File: src/rtl/mrs_seq_pkg.sv
package mrs_seq_pkg;

    typedef enum logic [3:0] {
        ST_IDLE,
        ST_SETTLE,
        ST_SEL,
        ST_PRE,
        ST_MR2,
        ST_GAP_A,
        ST_MR3,
        ST_GAP_B,
        ST_MR1,
        ST_MR0,
        ST_ZQCL,
        ST_ZQ_WAIT,
        ST_DONE
    } seq_state_e;

    localparam int CODE_W = 5;

    localparam logic [CODE_W-1:0] CMD_NONE     = 5'd0;
    localparam logic [CODE_W-1:0] CMD_SEL      = 5'd1;
    localparam logic [CODE_W-1:0] CMD_PRE_ALL  = 5'd2;
    localparam logic [CODE_W-1:0] CMD_ZQCL     = 5'd3;
    localparam logic [CODE_W-1:0] CMD_MR2      = 5'd4;
    localparam logic [CODE_W-1:0] CMD_MR3      = 5'd5;
    localparam logic [CODE_W-1:0] CMD_MR1      = 5'd6;
    localparam logic [CODE_W-1:0] CMD_MR0_DLL  = 5'd7;
    localparam logic [CODE_W-1:0] CMD_MR0_USER = 5'd8;
    localparam logic [CODE_W-1:0] CMD_MIRROR   = 5'd16;

    function automatic int max3(input int a, input int b, input int c);
        int m;
        m = (a > b) ? a : b;
        return (m > c) ? m : c;
    endfunction

endpackage

File: src/rtl/mrs_wait_counter.sv
module mrs_wait_counter #(
    parameter int CNT_W = 10
) (
    input  logic             clk,
    input  logic             rst_n,
    input  logic             load_i,
    input  logic [CNT_W-1:0] load_val_i,
    output logic             expired_o
);
    logic [CNT_W-1:0] cnt_q;

    always_ff @(posedge clk or negedge rst_n) begin
        if (!rst_n) begin
            cnt_q <= '0;
        end else if (load_i) begin
            cnt_q <= load_val_i;
        end else if (cnt_q != '0) begin
            cnt_q <= cnt_q - 1'b1;
        end
    end

    // last cycle of a wait window: the counter holds 1
    assign expired_o = (cnt_q == CNT_W'(1));
endmodule

File: src/rtl/mrs_rank_finder.sv
module mrs_rank_finder #(
    parameter int NUM_RANKS = 4,
    parameter int RANK_W    = 2,
    parameter int FROM_W    = 3
) (
    input  logic [NUM_RANKS-1:0] skip_i,
    input  logic [FROM_W-1:0]    from_i,
    output logic                 found_o,
    output logic [RANK_W-1:0]    idx_o
);
    always_comb begin
        found_o = 1'b0;
        idx_o   = '0;
        // descending scan so the lowest eligible index wins
        for (int i = NUM_RANKS - 1; i >= 0; i--) begin
            if ((FROM_W'(i) >= from_i) && !skip_i[i]) begin
                found_o = 1'b1;
                idx_o   = RANK_W'(i);
            end
        end
    end
endmodule

File: src/rtl/mrs_rank_sequencer.sv
module mrs_rank_sequencer
    import mrs_seq_pkg::*;
#(
    parameter int NUM_RANKS    = 4,
    parameter int RANK_W       = (NUM_RANKS > 1) ? $clog2(NUM_RANKS) : 1,
    parameter int T_MRD        = 4,
    parameter int T_ZQINIT     = 512,
    parameter int T_CKE_SETTLE = 250
) (
    input  logic                 clk,
    input  logic                 rst_n,
    input  logic                 start_i,
    input  logic                 handoff_i,
    input  logic [NUM_RANKS-1:0] skip_mask_i,
    input  logic [NUM_RANKS-1:0] mirror_mask_i,
    output logic                 cmd_valid_o,
    output logic [4:0]           cmd_code_o,
    output logic [RANK_W-1:0]    cmd_rank_o,
    output logic                 cmd_odt_off_o,
    output logic                 done_o
);
    localparam int FROM_W = RANK_W + 1;
    localparam int CNT_W  = $clog2(max3(T_MRD, T_ZQINIT, T_CKE_SETTLE) + 1);

    seq_state_e             state_q, state_d;
    logic [RANK_W-1:0]      rank_q;
    logic                   mode_q;
    logic [NUM_RANKS-1:0]   skip_q, mirror_q;

    logic                   cnt_load;
    logic [CNT_W-1:0]       cnt_val;
    logic                   cnt_expired;

    logic [FROM_W-1:0]      find_from;
    logic [NUM_RANKS-1:0]   find_mask;
    logic                   find_ok;
    logic [RANK_W-1:0]      find_idx;
    logic [4:0]             mir_bit;

    mrs_wait_counter #(.CNT_W(CNT_W)) u_wait (
        .clk        (clk),
        .rst_n      (rst_n),
        .load_i     (cnt_load),
        .load_val_i (cnt_val),
        .expired_o  (cnt_expired)
    );

    // search from rank 0 at the beginning of a run, from the next rank otherwise
    always_comb begin
        if (state_q == ST_IDLE || state_q == ST_SETTLE) begin
            find_from = '0;
        end else begin
            find_from = {1'b0, rank_q} + FROM_W'(1);
        end
        find_mask = (state_q == ST_IDLE) ? skip_mask_i : skip_q;
    end

    mrs_rank_finder #(
        .NUM_RANKS (NUM_RANKS),
        .RANK_W    (RANK_W),
        .FROM_W    (FROM_W)
    ) u_find (
        .skip_i  (find_mask),
        .from_i  (find_from),
        .found_o (find_ok),
        .idx_o   (find_idx)
    );

    // next-state and wait-counter reload
    always_comb begin
        state_d  = state_q;
        cnt_load = 1'b0;
        cnt_val  = '0;
        unique case (state_q)
            ST_IDLE: begin
                if (start_i) begin
                    if (!handoff_i) begin
                        state_d  = ST_SETTLE;
                        cnt_load = 1'b1;
                        cnt_val  = CNT_W'(T_CKE_SETTLE);
                    end else begin
                        state_d = find_ok ? ST_SEL : ST_DONE;
                    end
                end
            end
            ST_SETTLE:  if (cnt_expired) state_d = find_ok ? ST_SEL : ST_DONE;
            ST_SEL:     state_d = mode_q ? ST_PRE : ST_MR2;
            ST_PRE:     state_d = ST_MR2;
            ST_MR2: begin
                state_d  = ST_GAP_A;
                cnt_load = 1'b1;
                cnt_val  = CNT_W'(T_MRD);
            end
            ST_GAP_A:   if (cnt_expired) state_d = ST_MR3;
            ST_MR3: begin
                state_d  = ST_GAP_B;
                cnt_load = 1'b1;
                cnt_val  = CNT_W'(T_MRD);
            end
            ST_GAP_B:   if (cnt_expired) state_d = ST_MR1;
            ST_MR1:     state_d = ST_MR0;
            ST_MR0: begin
                if (mode_q) state_d = find_ok ? ST_SEL : ST_DONE;
                else        state_d = ST_ZQCL;
            end
            ST_ZQCL: begin
                state_d  = ST_ZQ_WAIT;
                cnt_load = 1'b1;
                cnt_val  = CNT_W'(T_ZQINIT);
            end
            ST_ZQ_WAIT: if (cnt_expired) state_d = find_ok ? ST_SEL : ST_DONE;
            ST_DONE:    state_d = ST_IDLE;
            default:    state_d = ST_IDLE;
        endcase
    end

    // state register and run context
    always_ff @(posedge clk or negedge rst_n) begin
        if (!rst_n) begin
            state_q  <= ST_IDLE;
            rank_q   <= '0;
            mode_q   <= 1'b0;
            skip_q   <= '0;
            mirror_q <= '0;
        end else begin
            state_q <= state_d;
            if (state_q == ST_IDLE && start_i) begin
                mode_q   <= handoff_i;
                skip_q   <= skip_mask_i;
                mirror_q <= mirror_mask_i;
            end
            if (state_d == ST_SEL && state_q != ST_SEL) begin
                rank_q <= find_idx;
            end
        end
    end

    // command outputs decoded from the current state
    always_comb begin
        mir_bit       = mirror_q[rank_q] ? CMD_MIRROR : CMD_NONE;
        cmd_valid_o   = 1'b1;
        cmd_code_o    = CMD_NONE;
        cmd_rank_o    = rank_q;
        cmd_odt_off_o = 1'b0;
        done_o        = 1'b0;
        unique case (state_q)
            ST_SEL: begin
                cmd_code_o    = CMD_SEL;
                cmd_odt_off_o = 1'b1;
            end
            ST_PRE:  cmd_code_o = CMD_PRE_ALL;
            ST_MR2:  cmd_code_o = CMD_MR2 | mir_bit;
            ST_MR3:  cmd_code_o = CMD_MR3 | mir_bit;
            ST_MR1:  cmd_code_o = CMD_MR1 | mir_bit;
            ST_MR0:  cmd_code_o = (mode_q ? CMD_MR0_USER : CMD_MR0_DLL) | mir_bit;
            ST_ZQCL: cmd_code_o = CMD_ZQCL;
            ST_DONE: begin
                cmd_valid_o = 1'b0;
                done_o      = 1'b1;
            end
            default: cmd_valid_o = 1'b0;
        endcase
    end
endmodule

File: config.mk
export PLATFORM = sky130hd
export DESIGN_NAME = mrs_rank_sequencer
export DESIGN_NICKNAME = d
export VERILOG_FILES = /design/src/rtl/mrs_seq_pkg.sv /design/src/rtl/mrs_wait_counter.sv /design/src/rtl/mrs_rank_finder.sv /design/src/rtl/mrs_rank_sequencer.sv
export SDC_FILE = /design/constraint.sdc
export NUM_CORES = 1
export LEC_CHECK = 0
export BUFFER_PORTS_ARGS = -buffer_cell sky130_fd_sc_hd__buf_2
export CAP_MARGIN = 30
export CELL_PAD_IN_SITES_DETAIL_PLACEMENT = 1
export CELL_PAD_IN_SITES_GLOBAL_PLACEMENT = 2
export CORE_MARGIN = 5
export CORE_UTILIZATION = 39
export CTS_BUF_LIST = sky130_fd_sc_hd__clkbuf_4
export DETAILED_ROUTE_END_ITERATION = 12
export GPL_ROUTABILITY_DRIVEN = 0
export GPL_TIMING_DRIVEN = 0
export PLACE_DENSITY = 0.82
export RECOVER_POWER = 100
export SLEW_MARGIN = 20
export SYNTH_ARGS = -nofsm -noshare
export SYNTH_HDL_FRONTEND = slang
export SYNTH_SLANG_ARGS = --single-unit
File: constraint.sdc
create_clock -name clk -period 6.3 [get_ports clk]
set_input_delay 1.26 -clock clk [delete_from_list [all_inputs] [get_ports clk]]
set_output_delay 1.26 -clock clk [all_outputs]
set_load 0.02 [all_outputs]
==> out/results.ini <==
[worst_setup_path]
timing.critical_path.from_type=register
critical_path.startpoint=state_q[3]
reg2reg_setup_slack_ns=2.91
worstReg2RegStart=state_q[1]
worst_setup_path_end_kind=output pin
critPathMaxStageDelay_ns=0.41
crit_path_frequent_cell=sky130_fd_sc_hd__clkbuf_1
r2r_end=cmd_rank_o[0]
r2r_cells=8
setup.worst_path.end=cmd_code_o[2]
worstPathArrival_ns=2.23
critical_path.max_fanout=10
worstPathRequired_ns=5.04
crit_path_cell_trace=clkbuf_1 -> clkbuf_1 -> nand2b_1 -> a211o_1 -> o21ai_0 -> clkbuf_1
crit_type=register to output pin
crit_slowest_cell=sky130_fd_sc_hd__clkbuf_1

[timing]
final.min_clock_period_ns=3.49
report.final.setup_viol=0
clock-skew-final_ns=0.00630
finalMaxSlewViolations=0
final_hold_vios=0
timing_worst_slew_pin_value_ns=1.39
hold_slack_final_ns=0.525
totalNegativeSetupSlack_ns=0
timing.final.crit_share_pct=55.5
grt_setup_unrepaired=false
slew_headroom_pct=7.52
fmax_mhz=286
final_critical_path_setup_slack_ns=2.81

[logic_synthesis]
ys_top_cells_by_count=sky130_fd_sc_hd__dfrtp_1 (25), sky130_fd_sc_hd__nand2_1 (16), sky130_fd_sc_hd__nor2_1 (15), sky130_fd_sc_hd__o21ai_0 (15), sky130_fd_sc_hd__a21oi_1 (11)
netlist.area_leader.share_pct=37.5
netlist_area_before_placement_sq_mm=0.00167
synth_enable_flop_cells=0
ys_dominant_reg_cell=sky130_fd_sc_hd__dfrtp_1
cell_count_after_synthesis=185
synth_area_per_cell_sq_um=9.01
async_reset_ff_share_pct=100
ys_seq_elements=25
ys_seq_area_share_pct=37.5
synth_top_family_by_area=simple AND/OR/NAND/NOR gates
synthDistinctLibCells=44
post-synth-top-area-cell=sky130_fd_sc_hd__dfrtp_1
ys_top_cells_by_area=sky130_fd_sc_hd__dfrtp_1 (38%), sky130_fd_sc_hd__mux2_2 (6.1%), sky130_fd_sc_hd__o21ai_0 (4.5%)
syn-num-nets=200
synth_compound_gate_area_share_pct=16.1
yosys_warnings=0
yosysMostFrequentCell=sky130_fd_sc_hd__dfrtp_1
yosys.area_share.xor_xnor_pct=4.20
yosys.area_share.adder_pct=2.25
synth.mux.area_fraction_pct=12.2
synth-simple-area-share_pct=23.8

[pwr]
total_power_divided_by_cell_area_mw_per_mm2=412
ir_drop_mv=0.141
combPwrFrac_pct=51.9
p_seq_share_pct=38.0
switching_share_pct=44.9
netSwitchingPower_uw=337
internal-power_uw=413
power.share.clock_pct=10.1
static-leakage-power_nw=0.765

[global_routing]
grt_util_met1_pct=24.2
grt_start_max_net_pins=26
via_count_of_the_first_global_routing_pass=1527
gr-usage-met2_pct=28.4
met3_usage_pct=2.11
antenna_found_initial=0
grt_pass1_wl_mm=7.48
grt-ovfl-total=0
grt.total_usage_pct=17.2
globalRoute.busiestLayer=met2

[detailed_routing]
drtPass1Iterations=4
route.vias.total=1449
detail_route.vias_per_cell=5.57
drt_iter0_markers=71
ant_nets=0
remaining_drc_errors=0
postRouteWirelength_mm=4.33
routedWlPerCell_um=16.7

[placed_design]
dp_hpwl_mm=3.45
place_worst_setup_slack_ns=3.20
quantity_of_i_o_buffers_inserted_on_ports=21
numPlacedInstances=256

[layout]
number_of_antenna_diodes=0
area_delta_synth_final_pct=9.08
final_std_cells_w_o_fill=260
final.fill_count=506
drive_above_1_share_pct=13.3
design.final.nets=226

[clocking]
cts.repair_timing.setup_buffer_count=0
clk_latency_worst_skew_pair_ns=0.32
clockBufferDepth=2
post_cts_resize_count=0
tritoncts=yes
sinks_on_clock_net=25
path_clk_slew_ns=0.14
htreeDepth=1
hold_buffers=0
root_buffer=sky130_fd_sc_hd__clkbuf_4
cts-buffers-inserted=3

[floorplanning]
die-height_um=75.4
core_region_area_sq_mm=0.00406
die_area_sq_mm=0.00568
floorplan.initialDensity_pct=41.1
die_span_x_um=75.4
ios=22
num_rows=23

[run]
timing.max_cap.violations=0

[outcome]
run_status=completed

[min_path]
hold_path_class=register to register

-- cell type report --
cell class	instances	area, sq um	share of cell area (%)
Multi-Input combinational cell	145	950	52.2
Sequential cell	25	626	34.4
Timing Repair Buffer	21	93.8	5.16
Tap cell	50	62.6	3.44
Buffer	9	33.8	1.86
Clock buffer	3	22.5	1.24
Inverter	6	22.5	1.24
Clock inverter	1	7.51	0.413
-- power groups by stage --
stage	clock [mW]	sequential (mW)	combinational (mW)
finish	0.0755	0.285	0.389
global route	0.0885	0.296	0.436
CTS	0.0801	0.287	0.409
detailed placement	0	0.292	0.407
global placement	0	0.283	0.391
floorplan	0	0.278	0.307
-- through the flow --
step	utilization, %	power, mW	cell area, sq um
6_report	44.8	0.750	1820
3_5_place_dp	45.2	0.698	1830
3_3_place_gp	45.2	0.674	1830
5_1_grt	44.8	0.821	1820
2_1_floorplan	-	0.586	1670
4_1_cts	45.9	0.777	1860
-- critical path: cells and delay by family (launching register included) --
family / cells / cell delay, ns
buffers and inverters: 3 / 1.01
AOI/OAI and AO/OA: 2 / 0.37
DFF: 1 / 0.40
and+or+nand+nor: 1 / 0.14
-- placed cells by master, fill, tap and decap left out, types with 2 or more instances in the layout --
| cell type | instances |
|---|---|
| sky130_fd_sc_hd__mux2_2 | 9 |
| sky130_fd_sc_hd__nor3_1 | 10 |
| sky130_fd_sc_hd__nand2b_1 | 8 |
| sky130_fd_sc_hd__dfrtp_1 | 25 |
| sky130_fd_sc_hd__o21bai_1 | 3 |
| sky130_fd_sc_hd__or3_1 | 3 |
| sky130_fd_sc_hd__mux2i_1 | 5 |
| sky130_fd_sc_hd__xor2_1 | 3 |
| sky130_fd_sc_hd__nor2_1 | 15 |
| sky130_fd_sc_hd__nand4_1 | 3 |
| sky130_fd_sc_hd__ha_1 | 3 |
| sky130_fd_sc_hd__buf_2 | 12 |
| sky130_fd_sc_hd__xnor2_1 | 5 |
| sky130_fd_sc_hd__clkbuf_4 | 3 |
| sky130_fd_sc_hd__a21oi_1 | 11 |
| sky130_fd_sc_hd__mux2_1 | 2 |
| sky130_fd_sc_hd__inv_1 | 6 |
| sky130_fd_sc_hd__o22ai_1 | 2 |
| sky130_fd_sc_hd__nor2b_1 | 5 |
| sky130_fd_sc_hd__clkbuf_1 | 18 |
| sky130_fd_sc_hd__nor4_1 | 3 |
| sky130_fd_sc_hd__nand2_1 | 16 |
| sky130_fd_sc_hd__and3_1 | 2 |
| sky130_fd_sc_hd__o21ai_0 | 15 |
| sky130_fd_sc_hd__nand3_1 | 3 |
-- worst min path at each step --
stage / start / endpoint / slack, ns / depth (start not counted)
3_3_place_gp: mirror_q[3] / mirror_q[3] / 0.48 / 1
3_5_place_dp: mirror_q[1] / mirror_q[1] / 0.50 / 1
5_1_grt: mirror_q[1] / mirror_q[1] / 0.54 / 1
2_1_floorplan: mirror_q[2] / mirror_q[2] / 0.47 / 1
6_report: mirror_q[1] / mirror_q[1] / 0.53 / 1
4_1_cts: mirror_q[1] / mirror_q[1] / 0.53 / 1
-- flip-flops by register name (all words and copies together), names as in the netlist --
signal and count:
u_wait.cnt_q 10, skip_q 4, cmd_rank_o 2, mode_q 1
state_q 4, mirror_q 4
-- per-layer routing --
| layer | up-vias | part of all wire [%] |
|---|---|---|
| li1 | 713 | - |
| met1 | 707 | 47 |
| met2 | 27 | 48 |
| met3 | 2 | 3.7 |
| met4 | 0 | 0.46 |
| met5 | - | 0 |
-- logic make-up after synthesis --
kind of cell	Yosys count
xor+xnor	8
flops	25
fa+ha+maj	3
compound gates	43
mux	17
buf+inv	15
simple gates	74
Note: power is estimated with default switching activity, not from simulation.
